### src/rtl/pfm_pkg.sv
// Package: shared types for the light-load mode controller.
// Assumes nothing beyond 2-state enum encoding.
package pfm_pkg;

    typedef enum logic {
        MODE_PWM = 1'b0,
        MODE_PFM = 1'b1
    } sw_mode_e;

endpackage

### src/rtl/pfm_gate_timer.sv
// Gate timer: runs one switching cycle per start request.
// Captures period, on-time and dead time at start. Drives the high-side gate
// for the first on-time clocks and the low-side gate between the two dead-time
// gaps. It stops after the last clock unless restarted on that edge.
// Assumes DT_W <= PER_W.
module pfm_gate_timer #(
    parameter int PER_W = 8,
    parameter int DT_W  = 3
) (
    input  logic             clk,
    input  logic             rst_n,
    input  logic             start,
    input  logic [PER_W-1:0] per_in,
    input  logic [PER_W-1:0] ton_in,
    input  logic [DT_W-1:0]  dt_in,
    output logic             running,
    output logic             cycle_end,
    output logic [PER_W-1:0] ton_cur,
    output logic             hs,
    output logic             ls
);
    localparam int EW = PER_W + 1;

    logic [PER_W-1:0] cnt_q, per_q, ton_q;
    logic [DT_W-1:0]  dt_q, dt_eff;
    logic             run_q;
    logic [EW-1:0]    cnt_x, per_x, ton_x, dt_x;

    // Widen operands so the sums below cannot wrap.
    always_comb begin
        cnt_x  = {1'b0, cnt_q};
        per_x  = {1'b0, per_q};
        ton_x  = {1'b0, ton_q};
        dt_x   = EW'(dt_q);
        dt_eff = (dt_in == '0) ? DT_W'(1) : dt_in;
    end

    // Cycle end flag and gate windows, decoded from the counter.
    always_comb begin
        cycle_end = run_q && ((cnt_x + EW'(1)) >= per_x);
        hs        = run_q && (cnt_x < ton_x);
        ls        = run_q && (cnt_x >= (ton_x + dt_x)) && ((cnt_x + dt_x) < per_x);
    end

    // Cycle counter with parameter capture on start.
    always_ff @(posedge clk) begin
        if (!rst_n) begin
            run_q <= 1'b0;
            cnt_q <= '0;
            per_q <= '0;
            ton_q <= '0;
            dt_q  <= DT_W'(1);
        end else if (start) begin
            run_q <= 1'b1;
            cnt_q <= '0;
            per_q <= per_in;
            ton_q <= ton_in;
            dt_q  <= dt_eff;
        end else if (cycle_end) begin
            run_q <= 1'b0;
        end else if (run_q) begin
            cnt_q <= cnt_q + PER_W'(1);
        end
    end

    assign running = run_q;
    assign ton_cur = ton_q;

endmodule

### src/rtl/pfm_light_load.sv
// Light-load detector: counts consecutive low-current cycle-end samples and
// raises enter when the programmed run length is reached.
// Assumes sample is a one-clock strobe at each PWM cycle end.
module pfm_light_load #(
    parameter int CUR_W = 10,
    parameter int LL_W  = 6
) (
    input  logic             clk,
    input  logic             rst_n,
    input  logic             clear,
    input  logic             sample,
    input  logic [CUR_W-1:0] cur,
    input  logic [CUR_W-1:0] thresh,
    input  logic [LL_W-1:0]  need,
    output logic             enter
);
    localparam int EW = LL_W + 1;

    logic [LL_W-1:0] cnt_q;
    logic [EW-1:0]   need_x;
    logic            below;

    // Entry decision for the current sample.
    always_comb begin
        need_x = (need == '0) ? EW'(1) : {1'b0, need};
        below  = cur < thresh;
        enter  = sample && below && (({1'b0, cnt_q} + EW'(1)) >= need_x);
    end

    // Consecutive low-current cycle counter.
    always_ff @(posedge clk) begin
        if (!rst_n || clear || enter) begin
            cnt_q <= '0;
        end else if (sample) begin
            cnt_q <= below ? (cnt_q + LL_W'(1)) : '0;
        end
    end

endmodule

### src/rtl/pfm_mode_fsm.sv
// Mode sequencer: holds PWM/PFM mode and the on-time latched at PFM entry.
// Decides when the gate timer starts and which on-time it uses.
// Measures the dead zone between PFM pulses.
// Assumes running/cycle_end come from the gate timer.
module pfm_mode_fsm
    import pfm_pkg::*;
#(
    parameter int PER_W = 8,
    parameter int DZ_W  = 12
) (
    input  logic             clk,
    input  logic             rst_n,
    input  logic             running,
    input  logic             cycle_end,
    input  logic             enter,
    input  logic             over_hi,
    input  logic             under_ref,
    input  logic             under_lo,
    input  logic [PER_W-1:0] duty_in,
    input  logic [PER_W-1:0] ton_cur,
    output logic             start,
    output logic [PER_W-1:0] ton_sel,
    output logic             sample_ll,
    output logic             clear_ll,
    output logic             pfm,
    output logic [DZ_W-1:0]  dz_len,
    output logic             dz_stb
);
    localparam logic [DZ_W-1:0] DZ_MAX = '1;

    sw_mode_e         mode_q;
    logic [PER_W-1:0] lat_q;
    logic [DZ_W-1:0]  dz_q, dz_len_q;
    logic             dz_stb_q, viol, trig;

    // Start request and on-time selection per mode.
    always_comb begin
        viol = over_hi || under_lo;
        trig = !running && !viol && under_ref;
        if (mode_q == MODE_PWM) begin
            sample_ll = cycle_end;
            start     = !running || (cycle_end && !enter);
            ton_sel   = duty_in;
        end else begin
            sample_ll = 1'b0;
            start     = (!running && (viol || under_ref)) || (cycle_end && viol);
            ton_sel   = viol ? duty_in : lat_q;
        end
        clear_ll = (mode_q == MODE_PFM);
    end

    // Mode transitions and duty latch.
    always_ff @(posedge clk) begin
        if (!rst_n) begin
            mode_q <= MODE_PWM;
            lat_q  <= '0;
        end else if (mode_q == MODE_PWM) begin
            if (enter) begin
                mode_q <= MODE_PFM;
                lat_q  <= ton_cur;
            end
        end else if (viol) begin
            mode_q <= MODE_PWM;
        end
    end

    // Dead-zone counter and report.
    always_ff @(posedge clk) begin
        if (!rst_n) begin
            dz_q     <= '0;
            dz_len_q <= '0;
            dz_stb_q <= 1'b0;
        end else begin
            dz_stb_q <= 1'b0;
            if ((mode_q == MODE_PWM && enter) || (mode_q == MODE_PFM && cycle_end)) begin
                dz_q <= '0;
            end else if (mode_q == MODE_PFM && !running && !viol) begin
                if (trig) begin
                    dz_len_q <= (dz_q == DZ_MAX) ? DZ_MAX : (dz_q + DZ_W'(1));
                    dz_stb_q <= 1'b1;
                end else if (dz_q != DZ_MAX) begin
                    dz_q <= dz_q + DZ_W'(1);
                end
            end
        end
    end

    assign pfm    = (mode_q == MODE_PFM);
    assign dz_len = dz_len_q;
    assign dz_stb = dz_stb_q;

endmodule

### src/rtl/pfm_mode_ctrl.sv
// Top: one-channel PWM/PFM light-load controller. Connects the gate timer,
// the light-load detector and the mode sequencer.
// Assumes all inputs are synchronous to clk.
module pfm_mode_ctrl #(
    parameter int PER_W = 8,
    parameter int DT_W  = 3,
    parameter int CUR_W = 10,
    parameter int LL_W  = 6,
    parameter int DZ_W  = 12
) (
    input  logic             clk,
    input  logic             rst_n,
    input  logic [PER_W-1:0] sw_period,
    input  logic [PER_W-1:0] duty_cmd,
    input  logic [DT_W-1:0]  dead_clks,
    input  logic [CUR_W-1:0] isense,
    input  logic [CUR_W-1:0] light_thresh,
    input  logic [LL_W-1:0]  light_count,
    input  logic             vo_over_hi,
    input  logic             vo_under_ref,
    input  logic             vo_under_lo,
    output logic             gate_hs,
    output logic             gate_ls,
    output logic             pfm_active,
    output logic [DZ_W-1:0]  dead_zone_len,
    output logic             dead_zone_strobe
);
    logic             tmr_running, tmr_end, tmr_start, ll_enter, ll_sample, ll_clear;
    logic [PER_W-1:0] tmr_ton, ton_sel;

    pfm_gate_timer #(.PER_W(PER_W), .DT_W(DT_W)) u_timer (
        .clk(clk), .rst_n(rst_n), .start(tmr_start),
        .per_in(sw_period), .ton_in(ton_sel), .dt_in(dead_clks),
        .running(tmr_running), .cycle_end(tmr_end), .ton_cur(tmr_ton),
        .hs(gate_hs), .ls(gate_ls)
    );

    pfm_light_load #(.CUR_W(CUR_W), .LL_W(LL_W)) u_light (
        .clk(clk), .rst_n(rst_n), .clear(ll_clear), .sample(ll_sample),
        .cur(isense), .thresh(light_thresh), .need(light_count), .enter(ll_enter)
    );

    pfm_mode_fsm #(.PER_W(PER_W), .DZ_W(DZ_W)) u_fsm (
        .clk(clk), .rst_n(rst_n), .running(tmr_running), .cycle_end(tmr_end),
        .enter(ll_enter), .over_hi(vo_over_hi), .under_ref(vo_under_ref),
        .under_lo(vo_under_lo), .duty_in(duty_cmd), .ton_cur(tmr_ton),
        .start(tmr_start), .ton_sel(ton_sel), .sample_ll(ll_sample),
        .clear_ll(ll_clear), .pfm(pfm_active), .dz_len(dead_zone_len),
        .dz_stb(dead_zone_strobe)
    );

endmodule

### config.mk
export PLATFORM = sky130hd
export DESIGN_NAME = pfm_mode_ctrl
export DESIGN_NICKNAME = d
export VERILOG_FILES = /design/src/rtl/pfm_pkg.sv /design/src/rtl/pfm_gate_timer.sv /design/src/rtl/pfm_light_load.sv /design/src/rtl/pfm_mode_fsm.sv /design/src/rtl/pfm_mode_ctrl.sv
export SDC_FILE = /design/constraint.sdc
export NUM_CORES = 1
export LEC_CHECK = 0
export ABC_AREA = 1
export BUFFER_PORTS_ARGS = -buffer_cell sky130_fd_sc_hd__buf_4
export CAP_MARGIN = 0
export CORE_ASPECT_RATIO = 0.9
export CORE_MARGIN = 2
export CORE_UTILIZATION = 63
export CTS_CLUSTER_SIZE = 12
export DETAILED_ROUTE_END_ITERATION = 10
export GPL_TIMING_DRIVEN = 0
export PLACE_DENSITY = 0.85
export SYNTH_ARGS = -nofsm -noshare
export SYNTH_HDL_FRONTEND = slang
export SYNTH_SLANG_ARGS = --single-unit
### constraint.sdc
create_clock -name clk -period 4.1 [get_ports clk]
set_clock_uncertainty 0.2 [all_clocks]
set_input_delay 0 -clock clk [delete_from_list [all_inputs] [get_ports clk]]
set_output_delay 0 -clock clk [all_outputs]
set_load 0.1 [all_outputs]
==> flow_metrics.py, run 1 <==
metrics = {
    "route": {
        "via_per_inst": 5.52,
        "drt_wl_total_um": 12500,
        "dr_wl_met2_um": 6430,
        "met1_length_um": 5040,
        "wl_met3_um": 694,
        "drc": 0,
        "antenna_left": 0,
        "top_layer": "met4",
        "firstDrtPassIters": 5,
        "wl_per_cell_um": 14.6,
        "drt_iter0_drc": 271,
        "num_vias": 4750,
    },
    "finish": {
        "n_fill_cell": 495,
        "antenna_cells": 0,
        "layout_common_cells": "nand2_1 (141), inv_1 (91), nor2_1 (72)",
        "drive_gt1_share_pct": 15.8,
        "seq_area_mm2": 0.00136,
        "utilization_pct": 80.4,
        "multi_input_area_mm2": 0.00287,
        "layout_commonest_cell": "nand2_1",
        "finalNonFillerCells": 860,
        "syn2layout_area_growth_pct": 21.8,
        "finalNetCount": 869,
    },
    "logic_synthesis": {
        "synthDistinctLibCells": 35,
        "ys_async_sr_fraction_pct": 0,
        "synthCells": 667,
        "synth_nets": 773,
        "ys_ff_latch": 68,
        "synth-edff-count": 0,
        "mappedNetlistArea_mm2": 0.00472,
        "ys_seq_area_share_pct": 28.8,
        "ys_warn_count": 0,
        "synth_flop_cell": "dfxtp_1",
        "avgSynthCellArea_um2": 7.08,
    },
    "placement": {
        "io_buffers": 64,
        "dp_hpwl_um": 8940,
        "routabilityCongestion": 0.861,
        "dp_cells": 824,
    },
    "critical_path": {
        "worstPathArrival_ns": 3.29,
        "cp_data_required_time_ns": 3.90,
        "start_kind": "flop",
        "path_max_fanout": 3,
        "critical_path_class": "reg -> out",
        "reg2reg_slack_ns": 1.05,
        "endpoint_kind": "output pin",
    },
    "timing": {
        "whs_ns": 0.0418,
        "finalHoldViolCount": 0,
        "report.final.slew_viol_count": 0,
        "setup_viol": 0,
        "final.setup.tns_ns": 0,
        "period_share_pct": 85.2,
        "tightest_slew_ns": 0.595,
        "fmax_mhz": 286,
        "slew_headroom_pct": 60.3,
        "fin_crit_ns": 3.49,
        "grt_setup_unrepaired": "no",
    },
    "power_and_ir_drop": {
        "leakage_nw": 2.85,
        "power.density_mw_per_mm2": 314,
        "power_frac_comb_pct": 24.7,
        "swShare_pct": 31.4,
        "ir_worst_vdd_uv": 232,
        "p_int_w": 0.00124,
        "clockPowerShare_pct": 35.2,
        "p_sw_w": 0.000566,
        "seq_power_share_pct": 40.1,
    },
    "floorplan": {
        "rows": 29,
        "io_pins": 66,
        "dieArea_mm2": 0.00820,
        "die_w_um": 95.2,
        "core_area_mm2": 0.00715,
        "start_util_pct": 66.0,
        "die_y_um": 86.1,
    },
    "cts": {
        "ctsHoldBuffers": 21,
        "insertion_delay_ns": 0.36,
        "postCtsSetupBuffers": 0,
        "cts-root-buf": "clkbuf_8",
        "cts_tree": "yes",
        "cts_sinks": 68,
        "clk_pin_slew_worst_paths_ns": 0.08,
        "clock_path_buffers": 2,
        "post_cts_resized": 0,
        "numCtsBuffers": 9,
        "h-tree-depth": 3,
    },
    "global_routing": {
        "grt_pass1_wl_um": 20800,
        "antenna_found_initial": 0,
        "grt_usage_pct": 32.2,
        "first_global_vias": 4617,
        "gr-total-overflow": 0,
        "grt_start_max_net_pins": 12,
    },
    "job": {
        "drv_cap": 0,
    },
    "min_path": {
        "hp-class": "in -> reg",
    },
    "run_status": {
        "outcome": "finished clean",
    },
}
sequential cells by signal, summed over array words and instances, names as in the netlist:
register	count
u_timer.per_q	8
u_timer.cnt_q	8
u_fsm.lat_q	8
u_fsm.dz_len	12
u_fsm.dz_q	12
u_fsm.dz_stb	1
u_light.cnt_q	6
u_fsm.clear_ll	1
u_timer.dt_q	3
u_timer.ton_cur	8
u_timer.running	1
power groups by stage:
stage                     clock network [W]  logic (W)  registers [W]
after floorplan                           0   0.000293       0.000729
after global placement                    0   0.000385       0.000736
after detailed placement                  0   0.000406       0.000737
after CTS                          0.000642   0.000434       0.000722
after global routing               0.000664   0.000497       0.000727
final                              0.000635   0.000446       0.000724
cell type report:
cell class	instances	share of cell area [%]
multi-input cells	484	49.9
repair buffers	85	12.0
clock buffers	11	2.63
flip-flops and latches	68	23.7
plain buffers	21	2.33
well taps	93	2.02
clock inverters	4	1.26
inverters	94	6.14
worst paths after layout:
check	from	to	cells past startpoint
setup / recovery	u_timer.dt_q[0]	gate_ls	15
hold / removal	isense[0]	u_light.cnt_q[0]	8
setup reg to reg	u_timer.cnt_q[1]	u_timer.per_q[7]	16
hold reg to reg	u_timer.per_q[5]	u_timer.per_q[5]	2
cell families (layout without fill, tap and decap cells):
kind of cell,after synthesis,in the layout,share of synthesized area (%)
AND/OR/NAND/NOR,302,302,28.7
buffers and inverters,115,215,10.3
AO/OA/AOI/OAI,94,94,11.1
flip-flops,68,68,28.8
adder cells (fa/ha/maj),56,56,15.2
XOR/XNOR,32,32,5.94
metrics by stage:
stage / setup WS (ns) / area, um2 / power, W
3_5_place_dp: 1.06 / 5320 / 0.00114
4_1_cts: 0.632 / 5750 / 0.00180
5_1_grt: 0.345 / 5750 / 0.00189
6_report: 0.608 / 5750 / 0.00180
2_1_floorplan: 0.463 / 4720 / 0.00102
3_3_place_gp: 1.12 / 5320 / 0.00112
cell usage after synthesis (2+ instances only):
| master | n | area share (%) |
|---|---|---|
| dfxtp_1 | 68 | 29 |
| o21a_1 | 2 | 0.32 |
| buf_4 | 2 | 0.32 |
| fa_1 | 2 | 0.85 |
| ha_1 | 54 | 14 |
| clkbuf_1 | 6 | 0.48 |
| nand3_2 | 4 | 0.85 |
| nor2_2 | 13 | 1.7 |
| nand3b_1 | 13 | 2.1 |
| buf_8 | 2 | 0.64 |
| buf_2 | 8 | 0.85 |
| o21ai_0 | 20 | 2.1 |
| xor2_1 | 25 | 4.6 |
| nand2_1 | 141 | 11 |
| xnor2_1 | 7 | 1.3 |
| nand4_1 | 7 | 0.93 |
| a31oi_1 | 3 | 0.40 |
| a21oi_1 | 54 | 5.7 |
| nor3_1 | 8 | 0.85 |
| o211ai_1 | 10 | 1.6 |
| inv_2 | 3 | 0.24 |
| buf_6 | 2 | 0.48 |
| inv_1 | 91 | 7.2 |
| nand3_1 | 38 | 4.0 |
| nor2_1 | 72 | 5.7 |
| nand2_2 | 3 | 0.40 |
worst max-delay path: stages, from the launching register on:
cell,delay (ns)
dfxtp_1,0.38
ha_1,0.20
inv_1,0.07
fa_1,0.42
o21ai_0,0.31
nand2_1,0.10
nor2_1,0.20
xor2_1,0.10
ha_1,0.31
a21oi_1,0.07
o21ai_0,0.18
nor2_1,0.08
nand3_1,0.07
nand2_1,0.05
nor2_1,0.11
buf_4,0.30
metal layers:
| layer | track usage (%) | vias up |
|---|---|---|
| met2 | 57.8 | 157 |
| met4 | 12.6 | 0 |
| li1 | - | 2340 |
| met1 | 36.4 | 2216 |
| met3 | 7.82 | 37 |
| met5 | 0 | - |
Power figures use the tool's default switching activity.
==> run 2, diff against run 1 <==
--- a/config.mk
+++ b/config.mk
@@ -8,9 +8,11 @@
 export ABC_AREA = 1
 export BUFFER_PORTS_ARGS = -buffer_cell sky130_fd_sc_hd__buf_4
 export CAP_MARGIN = 0
+export CELL_PAD_IN_SITES_DETAIL_PLACEMENT = 1
+export CELL_PAD_IN_SITES_GLOBAL_PLACEMENT = 1
 export CORE_ASPECT_RATIO = 0.9
 export CORE_MARGIN = 2
-export CORE_UTILIZATION = 63
+export CORE_UTILIZATION = 45
 export CTS_CLUSTER_SIZE = 12
 export DETAILED_ROUTE_END_ITERATION = 10
 export GPL_TIMING_DRIVEN = 0
==> flow_metrics.py, run 2 (same netlist as run 1, synthesis figures left out) <==
metrics = {
    "route": {
        "antenna_left": 0,
        "drc": 0,
        "drt_iter0_drc": 214,
        "num_vias": 4803,
        "wl_per_cell_um": 17.1,
        "firstDrtPassIters": 5,
        "via_per_inst": 5.36,
        "drt_wl_total_um": 15400,
    },
    "cts": {
        "cts_sinks": 68,
        "numCtsBuffers": 9,
        "clk_pin_slew_worst_paths_ns": 0.07,
        "cts_tree": "yes",
        "post_cts_resized": 0,
        "insertion_delay_ns": 0.34,
        "h-tree-depth": 3,
        "clock_path_buffers": 2,
        "cts-root-buf": "clkbuf_16",
    },
    "power_and_ir_drop": {
        "ir_worst_vdd_uv": 291,
        "leakage_nw": 2.91,
        "power.density_mw_per_mm2": 365,
    },
    "critical_path": {
        "worstPathArrival_ns": 3.46,
        "r2r-start": "u_timer.cnt_q[1]",
        "endpoint_kind": "output pin",
        "rr_worst_depth": 15,
        "cp_data_required_time_ns": 3.90,
        "path_max_fanout": 3,
        "reg2reg_slack_ns": 0.88,
        "r2r_end": "u_timer.cnt_q[1]",
        "critical_path.slowest_cell": "fa_1",
        "start_kind": "flop",
        "critical_path_class": "reg -> out",
        "cp_slowest_stage_delay_ns": 0.45,
        "crit_chain": "ha_1 > inv_1 > fa_1 > o21ai_0 > nand2_1 > nor2_1 > xor2_1 > ha_1 > nand2_1 > nor3_1 > nor2_1 > nand3_1 > nand2_1 > nor2_1 > buf_4",
    },
    "min_path": {
        "min_to": "u_light.cnt_q[0]",
        "worst_hold_startpoint": "isense[0]",
        "hp-class": "in -> reg",
        "hold_depth": 8,
    },
    "timing": {
        "grt_setup_unrepaired": "no",
        "final.setup.tns_ns": 0,
        "setup_viol": 0,
        "slew_headroom_pct": 61.3,
        "report.final.slew_viol_count": 0,
        "fin_crit_ns": 3.66,
        "tightest_slew_ns": 0.580,
        "fmax_mhz": 273,
        "worst_slack_ns": 0.437,
        "period_share_pct": 89.4,
        "finalHoldViolCount": 0,
        "whs_ns": 0.0864,
    },
    "finish": {
        "drive_gt1_share_pct": 15.8,
        "antenna_cells": 0,
        "finalNonFillerCells": 896,
        "finalNetCount": 869,
        "layout_common_cells": "nand2_1 (141), inv_1 (91), nor2_1 (72)",
        "syn2layout_area_growth_pct": 25.7,
        "layout_commonest_cell": "nand2_1",
    },
    "global_routing": {
        "first_global_vias": 5262,
        "met1_usage_pct": 33.2,
        "busiest_layer": "met2",
        "grt_pass1_wl_um": 26000,
        "grt_start_max_net_pins": 13,
        "grtUsageMet3_pct": 5.63,
        "antenna_found_initial": 0,
        "grt_usage_pct": 28.6,
        "gr-total-overflow": 0,
        "met2_usage_pct": 52.1,
    },
    "run_status": {
        "outcome": "finished clean",
    },
    "placement": {
        "dp_hpwl_um": 10800,
        "place_ws_ns": 1.01,
        "dp_cells": 860,
        "routabilityCongestion": 0.815,
        "io_buffers": 64,
    },
    "floorplan": {
        "die_y_um": 101,
        "dieArea_mm2": 0.0113,
        "io_pins": 66,
        "rows": 35,
        "core_area_mm2": 0.0102,
        "die_w_um": 112,
        "start_util_pct": 46.1,
    },
    "job": {
        "drv_cap": 0,
    },
}
-- run 2: metrics by stage --
step	power [W]	util, %	area (um2)
floorplan	0.00102	-	4720
global placement	0.00113	52.3	5360
detailed placement	0.00116	52.3	5360
CTS	0.00215	57.9	5930
global route	0.00225	57.9	5930
finish	0.00217	57.9	5930
-- run 2: worst max-delay path, delay by kind of cell, from the launching register on --
kind                     cells  cell delay [ns]
flip-flops                   1             0.39
AND/OR/NAND/NOR              8             0.87
adder cells (fa/ha/maj)      3             0.96
buffers and inverters        2             0.39
AO/OA/AOI/OAI                1             0.38
XOR/XNOR                     1             0.11
-- run 2: layout make-up --
type | instances | area, um2
Buffer | 21 | 134
Clock buffer | 9 | 225
Clock inverter | 6 | 138
Fill cell | 1338 | 4310
Inverter | 94 | 353
Multi-Input combinational cell | 484 | 2870
Sequential cell | 68 | 1360
Tap cell | 129 | 161
Timing Repair Buffer | 85 | 691
-- run 2: how the worst max path moves through the flow --
stage                       startpoint  endpoint  depth (start not counted)
finish              u_timer.ton_cur[0]   gate_ls                         15
global route        u_timer.ton_cur[0]   gate_ls                         15
CTS                 u_timer.ton_cur[0]   gate_ls                         15
detailed placement     u_timer.dt_q[0]   gate_ls                         15
global placement    u_timer.ton_cur[0]   gate_ls                         15
floorplan           u_timer.ton_cur[0]   gate_ls                         14
-- run 2: what timing repair did --
item | CTS | global route
hold buffers | 21 | 0
endpoints found under the hold margin | 22 | 0
setup buffers | 0 | 0
-- run 2: per-layer routing --
layer	vias up	routed length, um
li1	2340	-
met1	2311	6350
met2	108	7850
met3	44	673
met4	0	486
met5	-	0
-- run 2: power breakdown --
part / switching (W) / internal, W / total, W
registers: 0.0000355 / 0.000692 / 0.000728
clock network: 0.000319 / 0.000655 / 0.000974
logic: 0.000289 / 0.000179 / 0.000467
total: 0.000643 / 0.00153 / 0.00217
==> run 3, diff against run 2 <==
--- a/config.mk
+++ b/config.mk
@@ -5,14 +5,14 @@
 export SDC_FILE = /design/constraint.sdc
 export NUM_CORES = 1
 export LEC_CHECK = 0
-export ABC_AREA = 1
+export ABC_AREA = 0
 export BUFFER_PORTS_ARGS = -buffer_cell sky130_fd_sc_hd__buf_4
 export CAP_MARGIN = 0
 export CELL_PAD_IN_SITES_DETAIL_PLACEMENT = 1
 export CELL_PAD_IN_SITES_GLOBAL_PLACEMENT = 1
 export CORE_ASPECT_RATIO = 0.9
 export CORE_MARGIN = 2
-export CORE_UTILIZATION = 45
+export CORE_UTILIZATION = 47
 export CTS_CLUSTER_SIZE = 12
 export DETAILED_ROUTE_END_ITERATION = 10
 export GPL_TIMING_DRIVEN = 0
==> flow_metrics.py, run 3 <==
metrics = {
    "logic_synthesis": {
        "synth_flop_cell": "dfxtp_1",
        "ys_seq_area_share_pct": 29.1,
        "yosys-top-cells-count": "nand2_1 (92), dfxtp_1 (68), ha_1 (54), inv_1 (36), xor2_1 (30)",
        "ys_ff_latch": 68,
        "synth_nets": 654,
        "ys_top_cells_by_area": "dfxtp_1 (29%), ha_1 (14%), nand2_1 (7.4%), mux2i_1 (6.2%), xor2_1 (5.6%)",
        "synthDistinctLibCells": 50,
        "synth_top_area_cell": "dfxtp_1",
        "yosysTopAreaCellShare_pct": 29.1,
        "mappedNetlistArea_mm2": 0.00467,
        "avgSynthCellArea_um2": 8.53,
        "ys_async_sr_fraction_pct": 0,
        "yosysMostFrequentCell": "nand2_1",
        "ys_warn_count": 0,
        "synth-edff-count": 0,
        "synthCells": 548,
    },
    "timing": {
        "setup_viol": 0,
        "finalHoldViolCount": 0,
        "worst_slack_ns": 0.405,
        "fmax_mhz": 271,
        "tightest_slew_ns": 0.770,
        "slew_headroom_pct": 48.5,
        "period_share_pct": 90.1,
        "final.setup.tns_ns": 0,
        "report.final.slew_viol_count": 0,
        "grt_setup_unrepaired": "no",
        "whs_ns": 0.0262,
        "fin_crit_ns": 3.69,
    },
    "finish": {
        "drive_gt1_share_pct": 16.7,
        "finalNetCount": 752,
        "layout_common_cells": "nand2_1 (92), dfxtp_1 (68), buf_4 (64)",
        "utilization_pct": 59.5,
        "layout_commonest_cell": "nand2_1",
        "n_fill_cell": 1143,
        "syn2layout_area_growth_pct": 22.9,
        "antenna_cells": 0,
    },
    "floorplan": {
        "dieArea_mm2": 0.0108,
        "die_w_um": 109,
        "die_y_um": 98.6,
        "start_util_pct": 48.4,
        "rows": 34,
        "io_pins": 66,
        "core_area_mm2": 0.00966,
    },
    "global_routing": {
        "grt_start_max_net_pins": 14,
        "busiest_layer": "met2",
        "grtUsageMet3_pct": 4.37,
        "met1_usage_pct": 35.3,
        "first_global_vias": 4801,
        "grt_pass1_wl_um": 23700,
        "antenna_found_initial": 0,
        "grt_usage_pct": 28.1,
        "gr-total-overflow": 0,
        "met2_usage_pct": 50.5,
    },
    "cts": {
        "clock_path_buffers": 2,
        "cts-root-buf": "clkbuf_8",
        "post_cts_resized": 0,
        "clk_pin_slew_worst_paths_ns": 0.08,
        "cts_sinks": 68,
        "numCtsBuffers": 9,
        "h-tree-depth": 3,
        "ctsHoldBuffers": 23,
        "cts_tree": "yes",
        "insertion_delay_ns": 0.36,
        "postCtsSetupBuffers": 0,
    },
    "power_and_ir_drop": {
        "ir_worst_vdd_uv": 192,
        "power.density_mw_per_mm2": 308,
        "power_w": 0.00177,
        "leakage_nw": 2.59,
    },
    "route": {
        "drt_iter0_drc": 119,
        "antenna_left": 0,
        "firstDrtPassIters": 4,
        "num_vias": 4383,
        "drt_wl_total_um": 14400,
        "via_per_inst": 5.64,
        "drc": 0,
        "wl_per_cell_um": 18.5,
    },
    "critical_path": {
        "rr_worst_depth": 14,
        "cp_data_required_time_ns": 3.90,
        "endpoint_kind": "output pin",
        "crit_path_end": "gate_ls",
        "startpoint": "u_timer.cnt_q[0]",
        "worstPathArrival_ns": 3.49,
        "r2r_end": "u_timer.ton_cur[7]",
        "r2r-start": "u_timer.cnt_q[1]",
        "start_kind": "flop",
        "path_max_fanout": 7,
        "critical_path_class": "reg -> out",
        "reg2reg_slack_ns": 0.52,
    },
    "placement": {
        "io_buffers": 64,
        "routabilityCongestion": 0.841,
        "dp_hpwl_um": 9970,
        "place_ws_ns": 0.553,
    },
    "job": {
        "drv_cap": 0,
    },
    "run_status": {
        "outcome": "finished clean",
    },
    "min_path": {
        "hp-class": "in -> reg",
        "worst_hold_startpoint": "rst_n",
    },
}
==> run 3: layout make-up <==
class / count / area (um2) / share of cell area [%]
plain buffers: 26 / 130 / 2.27
clock buffers: 9 / 124 / 2.16
clock inverters: 7 / 73.8 / 1.29
inverters: 37 / 139 / 2.42
multi-input cells: 417 / 3050 / 53.1
flip-flops and latches: 68 / 1360 / 23.7
well taps: 126 / 158 / 2.75
repair buffers: 87 / 711 / 12.4
==> run 3: layer usage <==
metal | share of wire, % | wire length (um) | vias to the layer above
li1 | - | - | 2087
met1 | 45 | 6500 | 2188
met2 | 50 | 7180 | 91
met3 | 3.4 | 486 | 17
met4 | 1.3 | 193 | 0
met5 | 0 | 0 | -
==> run 3: cells by family (layout without fill, tap and decap cells) <==
kind of cell               after synthesis  after routing  share of synthesized area [%]
DFF                                     68             68                           29.1
xor gates and xnor gates                49             49                           9.19
AOI/OAI and AO/OA                       85             85                           12.3
buffers and inverters                   63            166                           5.76
and+or+nand+nor                        198            198                           22.1
adders and majority gates               56             56                           15.3
muxes                                   29             29                           6.21
==> run 3: how the worst min path moves through the flow <==
| stage | endpoint | slack (ns) | depth (start not counted) |
|---|---|---|---|
| 6_report | u_light.cnt_q[1] | 0.03 | 3 |
| 5_1_grt | u_light.cnt_q[2] | 0.06 | 3 |
| 4_1_cts | u_light.cnt_q[5] | 0.0001 | 3 |
| 3_5_place_dp | u_timer.per_q[5] | 0.07 | 3 |
| 3_3_place_gp | u_timer.dt_q[0] | 0.06 | 3 |
| 2_1_floorplan | u_timer.per_q[1] | -0.06 | 2 |
==> run 3: critical path, cell delays in order (launching register included) <==
cell	delay [ns]
dfxtp_1	0.50
ha_1	0.25
fa_1	0.22
a21oi_1	0.09
nor2b_1	0.23
nand3_1	0.13
xnor2_1	0.14
ha_1	0.30
a21oi_1	0.14
nor2b_1	0.06
a2111oi_0	0.41
o21ai_0	0.18
nor3_2	0.15
buf_4	0.31
==> run 3: through the flow <==
stage | std cells | area [um2]
5_1_grt | 777 | 5740
6_report | 777 | 5740
2_1_floorplan | 548 | 4680
3_3_place_gp | 738 | 5320
3_5_place_dp | 738 | 5320
4_1_cts | 777 | 5740
==> run 3: where the power goes <==
part           switching, W  internal (W)
sequential        0.0000323      0.000689
combinational      0.000258      0.000202
clock              0.000303      0.000284
